==> src/rtl/pfd_pkg.sv <==
package pfd_pkg;

    localparam int DLY_W = 4;

    typedef enum logic [1:0] {
        ST_IDLE = 2'd0,
        ST_UP   = 2'd1,
        ST_DN   = 2'd2,
        ST_OVL  = 2'd3
    } pfd_state_e;

    typedef struct packed {
        logic ref_rise;
        logic fb_rise;
    } pfd_events_t;

    // Counter preload for an overlap of 'len' cycles; a zero request acts as one.
    function automatic logic [DLY_W-1:0] ovl_preload(input logic [DLY_W-1:0] len);
        logic [DLY_W-1:0] eff;
        eff = (len == '0) ? DLY_W'(1) : len;
        return eff - DLY_W'(1);
    endfunction

endpackage

==> src/rtl/pfd_edge_det.sv <==
module pfd_edge_det #(
    parameter int SYNC_STAGES = 2
) (
    input  logic clk,
    input  logic rst,
    input  logic sig_i,
    output logic rise_o
);
    logic [SYNC_STAGES-1:0] sync_q;
    logic                   hist_q;

    always_ff @(posedge clk) begin
        if (rst) begin
            sync_q <= '0;
            hist_q <= 1'b0;
        end else begin
            sync_q <= {sync_q[SYNC_STAGES-2:0], sig_i};
            hist_q <= sync_q[SYNC_STAGES-1];
        end
    end

    assign rise_o = sync_q[SYNC_STAGES-1] & ~hist_q;


    single_rise_chk: assert property (@(posedge clk) disable iff (rst)
        rise_o |=> !rise_o);

endmodule

==> src/rtl/pfd_core.sv <==
module pfd_core
    import pfd_pkg::*;
(
    input  logic             clk,
    input  logic             rst,
    input  pfd_events_t      ev_i,
    input  logic [DLY_W-1:0] ovl_cycles_i,
    output pfd_state_e       state_o
);
    pfd_state_e       st_q, st_d;
    logic [DLY_W-1:0] cnt_q, cnt_d;
    logic             pend_r_q, pend_r_d, pend_f_q, pend_f_d;
    logic             any_r, any_f;

    assign any_r = pend_r_q | ev_i.ref_rise;
    assign any_f = pend_f_q | ev_i.fb_rise;

    always_comb begin
        st_d     = st_q;
        cnt_d    = cnt_q;
        pend_r_d = pend_r_q;
        pend_f_d = pend_f_q;
        unique case (st_q)
            ST_IDLE: begin
                if (ev_i.ref_rise && ev_i.fb_rise) begin
                    st_d  = ST_OVL;
                    cnt_d = ovl_preload(ovl_cycles_i);
                end else if (ev_i.ref_rise) begin
                    st_d = ST_UP;
                end else if (ev_i.fb_rise) begin
                    st_d = ST_DN;
                end
            end
            ST_UP: begin
                if (ev_i.fb_rise) begin
                    st_d  = ST_OVL;
                    cnt_d = ovl_preload(ovl_cycles_i);
                end
            end
            ST_DN: begin
                if (ev_i.ref_rise) begin
                    st_d  = ST_OVL;
                    cnt_d = ovl_preload(ovl_cycles_i);
                end
            end
            ST_OVL: begin
                if (cnt_q == '0) begin
                    pend_r_d = 1'b0;
                    pend_f_d = 1'b0;
                    if (any_r && any_f) begin
                        st_d  = ST_OVL;
                        cnt_d = ovl_preload(ovl_cycles_i);
                    end else if (any_r) begin
                        st_d = ST_UP;
                    end else if (any_f) begin
                        st_d = ST_DN;
                    end else begin
                        st_d = ST_IDLE;
                    end
                end else begin
                    cnt_d    = cnt_q - DLY_W'(1);
                    pend_r_d = any_r;
                    pend_f_d = any_f;
                end
            end
            default: st_d = ST_IDLE;
        endcase
    end

    always_ff @(posedge clk) begin
        if (rst) begin
            st_q     <= ST_IDLE;
            cnt_q    <= '0;
            pend_r_q <= 1'b0;
            pend_f_q <= 1'b0;
        end else begin
            st_q     <= st_d;
            cnt_q    <= cnt_d;
            pend_r_q <= pend_r_d;
            pend_f_q <= pend_f_d;
        end
    end

    assign state_o = st_q;


    up_hold_chk: assert property (@(posedge clk) disable iff (rst)
        (st_q == ST_UP && !ev_i.fb_rise) |=> (st_q == ST_UP));


    ovl_entry_chk: assert property (@(posedge clk) disable iff (rst)
        (st_q == ST_UP && ev_i.fb_rise) |=> (st_q == ST_OVL));


    ovl_exit_chk: assert property (@(posedge clk) disable iff (rst)
        (st_q == ST_OVL && cnt_q == '0 && !any_r && !any_f) |=> (st_q == ST_IDLE));


    pend_ref_chk: assert property (@(posedge clk) disable iff (rst)
        (st_q == ST_OVL && cnt_q == '0 && any_r && !any_f) |=> (st_q == ST_UP));

endmodule

==> src/rtl/pfd_top.sv <==
module pfd_top
    import pfd_pkg::*;
#(
    parameter int SYNC_STAGES = 2
) (
    input  logic             clk,
    input  logic             rst,
    input  logic             ref_i,
    input  logic             fb_i,
    input  logic [DLY_W-1:0] ovl_cycles_i,
    output logic             up_o,
    output logic             dn_o,
    output logic [1:0]       state_o
);
    localparam int N_CH = 2;

    logic [N_CH-1:0] raw_w;
    logic [N_CH-1:0] rise_w;
    pfd_events_t     ev_w;
    pfd_state_e      st_w;

    assign raw_w = {fb_i, ref_i};

    for (genvar gi = 0; gi < N_CH; gi++) begin : g_edge
        pfd_edge_det #(.SYNC_STAGES(SYNC_STAGES)) i_edge (
            .clk    (clk),
            .rst    (rst),
            .sig_i  (raw_w[gi]),
            .rise_o (rise_w[gi])
        );
    end

    assign ev_w.ref_rise = rise_w[0];
    assign ev_w.fb_rise  = rise_w[1];

    pfd_core i_core (
        .clk          (clk),
        .rst          (rst),
        .ev_i         (ev_w),
        .ovl_cycles_i (ovl_cycles_i),
        .state_o      (st_w)
    );

    assign up_o    = (st_w == ST_UP) || (st_w == ST_OVL);
    assign dn_o    = (st_w == ST_DN) || (st_w == ST_OVL);
    assign state_o = st_w;


    out_code_chk: assert property (@(posedge clk) disable iff (rst)
        (up_o && dn_o) |-> (state_o == 2'd3));

endmodule

==> config.mk <==
export PLATFORM = sky130hd
export DESIGN_NAME = pfd_top
export DESIGN_NICKNAME = d
export VERILOG_FILES = /design/src/rtl/pfd_pkg.sv /design/src/rtl/pfd_edge_det.sv /design/src/rtl/pfd_core.sv /design/src/rtl/pfd_top.sv
export SDC_FILE = /design/constraint.sdc
export NUM_CORES = 1
export LEC_CHECK = 0
export BUFFER_PORTS_ARGS = -buffer_cell sky130_fd_sc_hd__buf_4
export CAP_MARGIN = 10
export CELL_PAD_IN_SITES_DETAIL_PLACEMENT = 1
export CELL_PAD_IN_SITES_GLOBAL_PLACEMENT = 2
export CORE_ASPECT_RATIO = 1.75
export CORE_MARGIN = 3
export CORE_UTILIZATION = 33
export DETAILED_ROUTE_END_ITERATION = 8
export PLACE_DENSITY_LB_ADDON = 0.12
export SLEW_MARGIN = 20
export SYNTH_ARGS = -nofsm -noshare
export SYNTH_HDL_FRONTEND = slang
export SYNTH_SLANG_ARGS = --single-unit
==> constraint.sdc <==
create_clock -name clk -period 1.9 [get_ports clk]
set_input_delay 0.095 -clock clk [delete_from_list [all_inputs] [get_ports clk]]
set_output_delay 0.095 -clock clk [all_outputs]
set_load 0.005 [all_outputs]
==> results.py, run 1 <==
metrics = {
    "outcome": {
        "status": "finished clean",
    },
    "global_route": {
        "grt_usage_pct": 12.9,
        "antenna_found_initial": 0,
        "grt_pass1_vias": 712,
        "grt_pass1_wl_mm": 3.03,
        "grt_max_degree": 16,
        "grt_overflow": 0,
    },
    "routing": {
        "drcViolationCount": 0,
        "firstDrtPassIters": 2,
        "drt_iter0_markers": 12,
        "vias": 670,
        "antenna_left": 0,
        "viasPerCell": 5.28,
        "drt-total-wl_mm": 1.81,
        "routedWlPerCell_um": 14.3,
    },
    "final_layout": {
        "seq_area_um2": 280,
        "nFillCells": 278,
        "multi_input_area_um2": 504,
        "fin_nets": 118,
        "drive_gt1_share_pct": 29.4,
        "stdcell_area_um2": 1000,
        "num_antenna_cells": 0,
        "area_delta_synth_final_pct": 22.5,
        "final_cell_count_no_fill": 127,
    },
    "job": {
        "max_cap_violations": 0,
    },
    "power": {
        "peakVddDrop_v": 0.000517,
        "p_leak_uw": 0.000421,
        "power_density_nw_per_um2": 1170,
    },
    "timing": {
        "fin_setup_tns_ns": 0,
        "fin_crit_sh_pct": 93.8,
        "setup_viol": 0,
        "hold_viol_final": 0,
        "skew_ns": 0.00403,
        "rsz0062_at_grt": "no",
        "holdWs_ns": 0.0614,
        "setup_ws_ns": 0.118,
        "finalCriticalPeriod_ns": 1.78,
        "drv_slew": 0,
        "relSlewSlack_pct": 70.5,
        "max_freq_mhz": 561,
        "max_slew.worst_pin.slew_ns": 0.443,
    },
    "logic_synthesis": {
        "syn_area_per_cell_um2": 9.51,
        "syn-num-nets": 101,
        "netlist_area_um2": 818,
        "synth_ff_type": "dfxtp_1",
        "syn_inst": 86,
        "ys_seq_area_share_pct": 34.3,
        "async_flop_share_pct": 0,
        "ys_warn_count": 0,
        "synth.distinct_cells": 32,
        "synth-edff-count": 0,
        "synth.ff_latch_count": 14,
    },
    "setup_path": {
        "r2r_end": "i_core.cnt_q[2]",
        "crit_path_cell_trace": "inv_1 -> ha_1 -> inv_2 -> nor4b_2 -> buf_4 -> a221oi_4 -> a21oi_1 -> a211oi_1",
        "critPathRequiredTime_ns": 2.06,
        "path_depth": 8,
        "critPathMaxStageDelay_ns": 0.38,
        "setup.worst_path.end_class": "flip-flop",
        "setup.worst_path.start": "i_core.cnt_q[0]",
        "critPathMaxFanout": 7,
        "critical_path_buf_inv_count": 3,
        "ff2ff_path_depth": 8,
        "endpoint": "i_core.cnt_q[2]",
        "crit_slowest_cell": "dfxtp_1",
        "path_class": "reg -> reg",
        "path_delay_family": "compound AO/OA/AOI/OAI gates",
        "crit_path_start_kind": "flip-flop",
        "crit_arrival_ns": 1.95,
        "r2r-start": "i_core.cnt_q[0]",
        "reg2reg_slack_ns": 0.12,
    },
    "clock_network": {
        "clk_path_buf_depth": 2,
        "worstSkewPairLatency_ns": 0.25,
        "cts_buffers": 3,
        "tritoncts": "done",
        "cts-htree-levels": 1,
        "hold_buffers": 0,
        "cts_root_buf": "clkbuf_8",
        "clkTransAtPathRegs_ns": 0.06,
        "clock-sinks": 14,
    },
    "floorplanning": {
        "die_width_um": 43.6,
        "dieArea_um2": 3140,
        "fp-row-count": 23,
        "io_pins": 12,
        "initial_utilization_pct": 35.1,
        "core_area_um2": 2330,
        "die_h_um": 71.9,
    },
    "placed_design": {
        "gp_congestion": 0.760,
        "place_inst": 122,
        "pre_cts_ws_ns": 0.0151,
        "placed_cell_area_um2": 940,
        "port_buffers": 11,
        "dpl.hpwl_mm": 1.47,
    },
    "worst_hold_path": {
        "min_path_type": "in -> reg",
    },
}
-- logic make-up (layout without fill, tap and decap cells) --
| group | count (synthesis) | after routing | synth area share, % |
|---|---|---|---|
| buffers and inverters | 9 | 25 | 4.13 |
| adder cells (fa/ha/maj) | 7 | 7 | 10.7 |
| multiplexers | 3 | 3 | 3.67 |
| AO/OA/AOI/OAI | 22 | 22 | 22.6 |
| flip-flops | 14 | 14 | 34.3 |
| XOR/XNOR | 1 | 1 | 1.07 |
| AND/OR/NAND/NOR | 30 | 30 | 23.5 |
-- routing by layer --
layer	vias up	part of all wire (%)	global-route usage (%)
met4	0	2.6	8.05
met1	320	37	12.7
met2	8	59	24.0
li1	336	-	-
met3	6	1.8	1.51
met5	-	0	0
-- worst register-to-register path: cells and delay by family, from the launching register on --
kind,cells,cell delay (ns)
compound gates,3,0.72
flops,1,0.38
buf+inv,3,0.32
fa+ha+maj,1,0.22
simple gates,1,0.06
-- worst min path at each step --
stage / startpoint / to / slack [ns] / cells after the start
6_report: ref_i / g_edge[0].i_edge.sync_q[0] / 0.06 / 2
5_1_grt: ref_i / g_edge[0].i_edge.sync_q[0] / 0.08 / 2
4_1_cts: ref_i / g_edge[0].i_edge.sync_q[0] / 0.06 / 2
3_5_place_dp: ref_i / g_edge[0].i_edge.sync_q[0] / 0.32 / 2
3_3_place_gp: fb_i / g_edge[1].i_edge.sync_q[0] / 0.30 / 2
2_1_floorplan: rst / g_edge[0].i_edge.sync_q[0] / 0.17 / 1
-- metrics by stage --
stage | power (µW) | utilization (%)
floorplan | 735 | -
global placement | 862 | 40.3
detailed placement | 878 | 40.3
CTS | 1180 | 42.7
global route | 1260 | 43.0
finish | 1170 | 43.0
-- flip-flops by register name (all words and copies together) (netlist names) --
signal,cells
g_edge.i_edge.sync_q,4
i_core.cnt_q,4
g_edge.i_edge.hist_q,2
i_core.state_o,2
i_core.pend_f_q,1
i_core.pend_r_q,1
-- cell usage in the layout, fill, tap and decap left out, types with 2 or more instances in the layout --
master    Yosys  final
clkbuf_8      0      4
dfxtp_1      14     14
ha_1          7      7
buf_4         0     14
a21oi_1       5      5
inv_1         7      6
mux2i_1       3      3
nor2b_1       6      6
nor2_1        5      5
nand3_1       2      2
or2_2         2      2
o22ai_1       3      3
nand2b_1      3      3
nor3_1        4      4
o21ai_0       3      3
and2b_4       2      2
nand2_1       2      2
-- report_power, final --
part | switching, µW | total, µW | internal (µW)
clock network | 107 | 290 | 184
registers | 53.1 | 389 | 336
logic | 243 | 492 | 249
total | 403 | 1170 | 769
-- area by class of cell --
type                    instances  share of cell area (%)
clock buffers                   4                    5.49
inverters                       7                    2.62
multi-input cells              63                    50.3
flip-flops and latches         14                    28.0
well taps                      25                    3.12
repair buffers                 14                    10.5
-- cells in the mapped netlist, drive strengths merged (2+ instances only) --
cell type | n | area (µm²)
o21ai | 4 | 20.0
clkbuf | 2 | 7.51
and2b | 2 | 20.0
mux2i | 3 | 30.0
a21oi | 6 | 33.8
ha | 7 | 87.6
inv | 7 | 26.3
nand3 | 2 | 10.0
nand2 | 3 | 13.8
dfxtp | 14 | 280
o22ai | 3 | 18.8
nor2 | 5 | 18.8
nor3 | 4 | 20.0
or2 | 2 | 12.5
nor2b | 6 | 37.5
nand2b | 3 | 18.8
-- timing repair --
| action | in CTS | in global routing |
|---|---|---|
| endpoints found under the setup margin | 0 | 4 |
| setup buffers | 0 | 1 |
| gates resized for setup | 0 | 1 |
Power figures use the tool's default switching activity.
==> run 2: changes to the inputs <==
--- a/config.mk
+++ b/config.mk
@@ -13,3 +13,3 @@
 export CORE_MARGIN = 3
-export CORE_UTILIZATION = 33
+export CORE_UTILIZATION = 36
 export DETAILED_ROUTE_END_ITERATION = 8
==> constraint.sdc (replaced) <==
create_clock -name clk -period 2.3 [get_ports clk]
set_input_delay 0 -clock clk [delete_from_list [all_inputs] [get_ports clk]]
set_output_delay 0 -clock clk [all_outputs]
set_load 0.005 [all_outputs]
==> run 2 against run 1 <==
Sequential cell count unchanged; first-iteration DRC count is 33% lower; cell area fell by 1.5%; largest power group unchanged.
==> results.py, run 2 (synthesis results as in run 1) <==
metrics = {
    "timing": {
        "fin_setup_tns_ns": 0,
        "finalCriticalPeriod_ns": 1.78,
        "rsz0062_at_grt": "no",
        "hold_viol_final": 0,
        "max_slew.worst_pin.slew_ns": 0.483,
        "skew_ns": 0.00291,
        "setup_viol": 0,
        "holdWs_ns": 0.0111,
        "max_freq_mhz": 563,
        "relSlewSlack_pct": 67.7,
        "fin_crit_sh_pct": 77.2,
        "drv_slew": 0,
    },
    "routing": {
        "drt_iter0_markers": 8,
        "antenna_left": 0,
        "drcViolationCount": 0,
        "vias": 677,
        "drt-total-wl_mm": 1.81,
        "routedWlPerCell_um": 14.3,
        "viasPerCell": 5.37,
        "firstDrtPassIters": 2,
    },
    "final_layout": {
        "reg_top3": "g_edge.i_edge.sync_q: 4 flops, i_core.cnt_q: 4 flops",
        "num_antenna_cells": 0,
        "area_delta_synth_final_pct": 20.6,
        "final_cell_mix": "14 x dfxtp_1, 12 x buf_4, 7 x inv_1, 7 x ha_1, 6 x nor2b_1",
        "nFillCells": 259,
        "stdcell_area_um2": 987,
        "final_core_util_pct": 46.6,
        "drive_gt1_share_pct": 26.5,
        "mostFrequentLayoutCell": "dfxtp_1",
        "final_cell_count_no_fill": 126,
        "fin_nets": 118,
    },
    "floorplanning": {
        "die_width_um": 42.0,
        "initial_utilization_pct": 38.6,
        "die_h_um": 69.1,
        "fp-row-count": 22,
        "core_area_um2": 2120,
        "io_pins": 12,
        "dieArea_um2": 2900,
    },
    "setup_path": {
        "setup.worst_path.end_class": "flip-flop",
        "crit_path_cell_trace": "inv_1 -> ha_1 -> a22o_1 -> a221oi_4 -> a21oi_2 -> a311oi_1",
        "crit_slowest_cell": "dfxtp_1",
        "critPathRequiredTime_ns": 2.48,
        "path_class": "reg -> reg",
        "r2r_end": "i_core.cnt_q[0]",
        "crit_arrival_ns": 1.96,
        "critPathMaxFanout": 7,
        "ff2ff_path_depth": 6,
        "r2r-start": "i_core.state_o[0]",
        "crit_path_start_kind": "flip-flop",
        "critPathMaxStageDelay_ns": 0.41,
        "reg2reg_slack_ns": 0.52,
    },
    "worst_hold_path": {
        "min_path_cells": 2,
        "min_to": "g_edge[1].i_edge.hist_q",
        "holdCritStartpoint": "rst",
        "min_path_type": "in -> reg",
    },
    "clock_network": {
        "clock-sinks": 14,
        "clkTransAtPathRegs_ns": 0.09,
        "worstSkewPairLatency_ns": 0.28,
        "cts-htree-levels": 1,
        "hold_buffers": 2,
        "postCtsSetupBuffers": 0,
        "cts_root_buf": "clkbuf_4",
        "clk_path_buf_depth": 2,
        "cts_resized": 0,
        "cts_buffers": 3,
        "tritoncts": "done",
    },
    "power": {
        "power_density_nw_per_um2": 904,
        "p_leak_uw": 0.000414,
        "peakVddDrop_v": 0.000467,
    },
    "placed_design": {
        "port_buffers": 11,
        "dpl.hpwl_mm": 1.45,
        "gp_congestion": 0.809,
        "place_inst": 120,
        "placed_cell_area_um2": 931,
    },
    "global_route": {
        "grt_overflow": 0,
        "antenna_found_initial": 0,
        "grt_max_degree": 16,
        "grt_pass1_vias": 728,
        "grt_pass1_wl_mm": 3.28,
        "grt_usage_pct": 14.4,
    },
    "outcome": {
        "status": "finished clean",
    },
    "job": {
        "max_cap_violations": 0,
    },
}
-- run 2: cell types whose count changed in the layout (fill, tap and decap cells not counted) --
cell	change
clkbuf_8	-3
buf_4	-2
inv_1	+1
dlygate4sd3_1	+2
clkbuf_4	+3
inv_2	-1
-- run 2: area by class of cell --
type                    instances  area [µm²]  share of cell area, %
multi-input cells              63         504                   51.1
clock buffers                   4        36.3                   3.68
repair buffers                 14         110                   11.2
inverters                       7        26.3                   2.66
flip-flops and latches         14         280                   28.4
well taps                      24        30.0                   3.04
-- run 2: worst max-delay path by stage --
stage                     cells past startpoint  slack, ns              start               to
after global placement                        7       0.52    i_core.cnt_q[0]  i_core.cnt_q[0]
after floorplan                               6       0.70  i_core.state_o[0]  i_core.cnt_q[3]
after CTS                                     7       0.49    i_core.cnt_q[0]  i_core.cnt_q[0]
after global routing                          7       0.29    i_core.cnt_q[0]  i_core.cnt_q[2]
final                                         6       0.52  i_core.state_o[0]  i_core.cnt_q[0]
after detailed placement                      7       0.51    i_core.cnt_q[0]  i_core.cnt_q[0]
-- run 2: per-stage QoR --
stage          total power (µW)  setup slack (ns)
2_1_floorplan               607             0.700
3_3_place_gp                718             0.525
3_5_place_dp                723             0.505
6_report                    892             0.524
4_1_cts                     907             0.488
5_1_grt                     969             0.292
-- run 2: critical path: cells and delay by family, from the launching register on --
kind,cells,cell delay (ns)
flip-flops,1,0.41
adder cells (fa/ha/maj),1,0.21
AO/OA/AOI/OAI,4,0.95
buffers and inverters,1,0.11
-- run 2: report_power, final --
part | internal [µW] | switching, µW | leakage [µW] | total (µW)
Sequential | 277 | 44.5 | 0.000114 | 322
Clock | 96.2 | 81.9 | 0.0000210 | 178
Combinational | 194 | 198 | 0.000278 | 392
-- run 2: metal layers --
layer	vias up	part of all wire, %	track usage (%)
met1	317	37	15.7
met3	6	2.5	3.13
met4	0	3.3	10.0
li1	340	-	-
met2	14	57	23.8
met5	-	0	0
==> run 3: changes to the inputs <==
Settings changed: CORE_UTILIZATION 36 to 33.
Clock period 2.3 ns to 1.7 ns, I/O delays scaled along.
==> run 3 against run 2 <==
Setup slack worse by 0.44 ns; sequential share of layout area decreased by 2.8 points; die area increased by 8.0%; combinational power rose by 67%; power grew 60%; cell area grew 15%; non-clock buffer count is 8 higher; sequential power increased by 39%; sequential cell count did not move; cell count increased by 7.1%; maximum frequency up 9.7%; critical path type unchanged; highest routed layer unchanged.
==> results.py, run 3 (synthesis results as in run 1) <==
metrics = {
    "outcome": {
        "status": "finished clean",
    },
    "clock_network": {
        "worstSkewPairLatency_ns": 0.24,
        "clock-sinks": 14,
        "cts_buffers": 3,
        "cts-htree-levels": 1,
        "clk_path_buf_depth": 2,
        "cts_root_buf": "clkbuf_8",
        "clkTransAtPathRegs_ns": 0.06,
        "tritoncts": "done",
    },
    "job": {
        "max_cap_violations": 0,
    },
    "placed_design": {
        "port_buffers": 11,
        "gp_congestion": 0.778,
        "dpl.hpwl_mm": 1.52,
        "pre_cts_ws_ns": -0.0321,
    },
    "final_layout": {
        "reg_top3": "g_edge.i_edge.sync_q: 4 flops, i_core.cnt_q: 4 flops",
        "area_delta_synth_final_pct": 38.2,
        "num_antenna_cells": 0,
        "drive_gt1_share_pct": 41.8,
        "fin_nets": 126,
        "final_cell_mix": "17 x buf_4, 11 x dfxtp_1, 6 x nor2b_1",
        "mostFrequentLayoutCell": "buf_4",
    },
    "setup_path": {
        "critPathRequiredTime_ns": 1.83,
        "critPathMaxStageDelay_ns": 0.36,
        "crit_slowest_cell": "dfxtp_4",
        "crit_arrival_ns": 1.75,
        "r2r_end": "i_core.cnt_q[3]",
        "setup.worst_path.end_class": "flip-flop",
        "critical_path_buf_inv_count": 1,
        "crit_path_start_kind": "flip-flop",
        "ff2ff_path_depth": 6,
        "r2r-start": "i_core.state_o[1]",
        "reg2reg_slack_ns": 0.08,
        "crit_path_cell_trace": "buf_6 -> ha_4 -> a22o_4 -> a221oi_4 -> a21boi_2 -> o22ai_1",
        "path_delay_family": "compound AO/OA/AOI/OAI gates",
        "critPathMaxFanout": 7,
        "path_class": "reg -> reg",
    },
    "timing": {
        "max_slew.worst_pin.slew_ns": 0.410,
        "drv_slew": 0,
        "setup_viol": 0,
        "skew_ns": 0.00215,
        "fin_crit_sh_pct": 95.3,
        "setup_ws_ns": 0.0807,
        "hold_viol_final": 0,
        "fin_setup_tns_ns": 0,
        "finalCriticalPeriod_ns": 1.62,
        "max_freq_mhz": 618,
        "relSlewSlack_pct": 72.6,
    },
    "floorplanning": {
        "initial_utilization_pct": 35.1,
        "io_pins": 12,
        "die_h_um": 71.9,
        "dieArea_um2": 3140,
        "die_width_um": 43.6,
        "fp-row-count": 23,
        "core_area_um2": 2330,
    },
    "routing": {
        "antenna_left": 0,
        "drt_iter0_markers": 3,
        "routedWlPerCell_um": 14.7,
        "viasPerCell": 5.18,
        "firstDrtPassIters": 2,
        "vias": 699,
        "drcViolationCount": 0,
        "drt-total-wl_mm": 1.99,
    },
    "global_route": {
        "grt_pass1_vias": 701,
        "grt_pass1_wl_mm": 3.22,
        "antenna_found_initial": 0,
        "grt_overflow": 0,
        "grt_usage_pct": 13.5,
        "grt_max_degree": 16,
    },
    "power": {
        "power_density_nw_per_um2": 1260,
        "total_power_uw": 1430,
        "peakVddDrop_v": 0.000618,
        "p_leak_uw": 0.000463,
    },
    "worst_hold_path": {
        "min_path_cells": 2,
        "min_path_type": "in -> reg",
        "holdCritStartpoint": "rst",
        "min_to": "i_core.state_o[0]",
    },
}
-- run 3: final cells by class --
type / count / area (µm²)
clock buffers: 4 / 55.1
inverters: 7 / 26.3
multi-input cells: 63 / 548
fillers: 273 / 1200
well taps: 25 / 31.3
flip-flops and latches: 14 / 289
repair buffers: 22 / 181
-- run 3: worst max-delay path by stage --
stage                           end  cells past startpoint               from
floorplan           i_core.cnt_q[3]                      6  i_core.state_o[0]
global placement    i_core.cnt_q[0]                      6  i_core.state_o[0]
detailed placement  i_core.cnt_q[3]                      6  i_core.state_o[0]
CTS                 i_core.cnt_q[0]                      6  i_core.state_o[0]
global route        i_core.cnt_q[2]                      6  i_core.state_o[1]
finish              i_core.cnt_q[3]                      6  i_core.state_o[1]
-- run 3: worst register-to-register path: stages (launching register included) --
cell and delay [ns]:
dfxtp_4 0.36, buf_6 0.12, ha_4 0.15, a22o_4 0.23, a221oi_4 0.35, a21boi_2 0.22, o22ai_1 0.08
-- run 3: per-stage QoR --
| step | hold WS, ns | instances | utilization (%) | instance area, µm² |
|---|---|---|---|---|
| after floorplan | 0.0716 | 86 | - | 818 |
| after global placement | 0.210 | 127 | 41.9 | 977 |
| after detailed placement | 0.221 | 127 | 41.9 | 977 |
| after CTS | 0.0369 | 133 | 45.2 | 1050 |
| after global routing | 0.0382 | 135 | 48.5 | 1130 |
| final | 0.0281 | 135 | 48.5 | 1130 |
-- run 3: repair_timing --
| action | CTS | global route |
|---|---|---|
| gates resized for setup | 2 | 16 |
| buffers inserted | 0 | 2 |
| pin swaps | 0 | 6 |
| hold buffers | 2 | 0 |
| endpoints found under the setup margin | 4 | 4 |
| gates cloned | 0 | 0 |
| endpoints found under the hold margin | 2 | 0 |
-- run 3: metal layers --
metal	GRT usage, %	part of all wire (%)	up-vias	wire length, µm
li1	-	-	353	-
met1	15.3	39	336	767
met2	23.9	58	7	1160
met3	2.26	1.5	3	29
met4	6.04	1.4	0	27
met5	0	0	-	0
-- run 3: power breakdown --
part	total [µW]	switching (µW)	internal [µW]
Sequential	448	63.1	385
Clock	322	117	205
Combinational	656	314	342
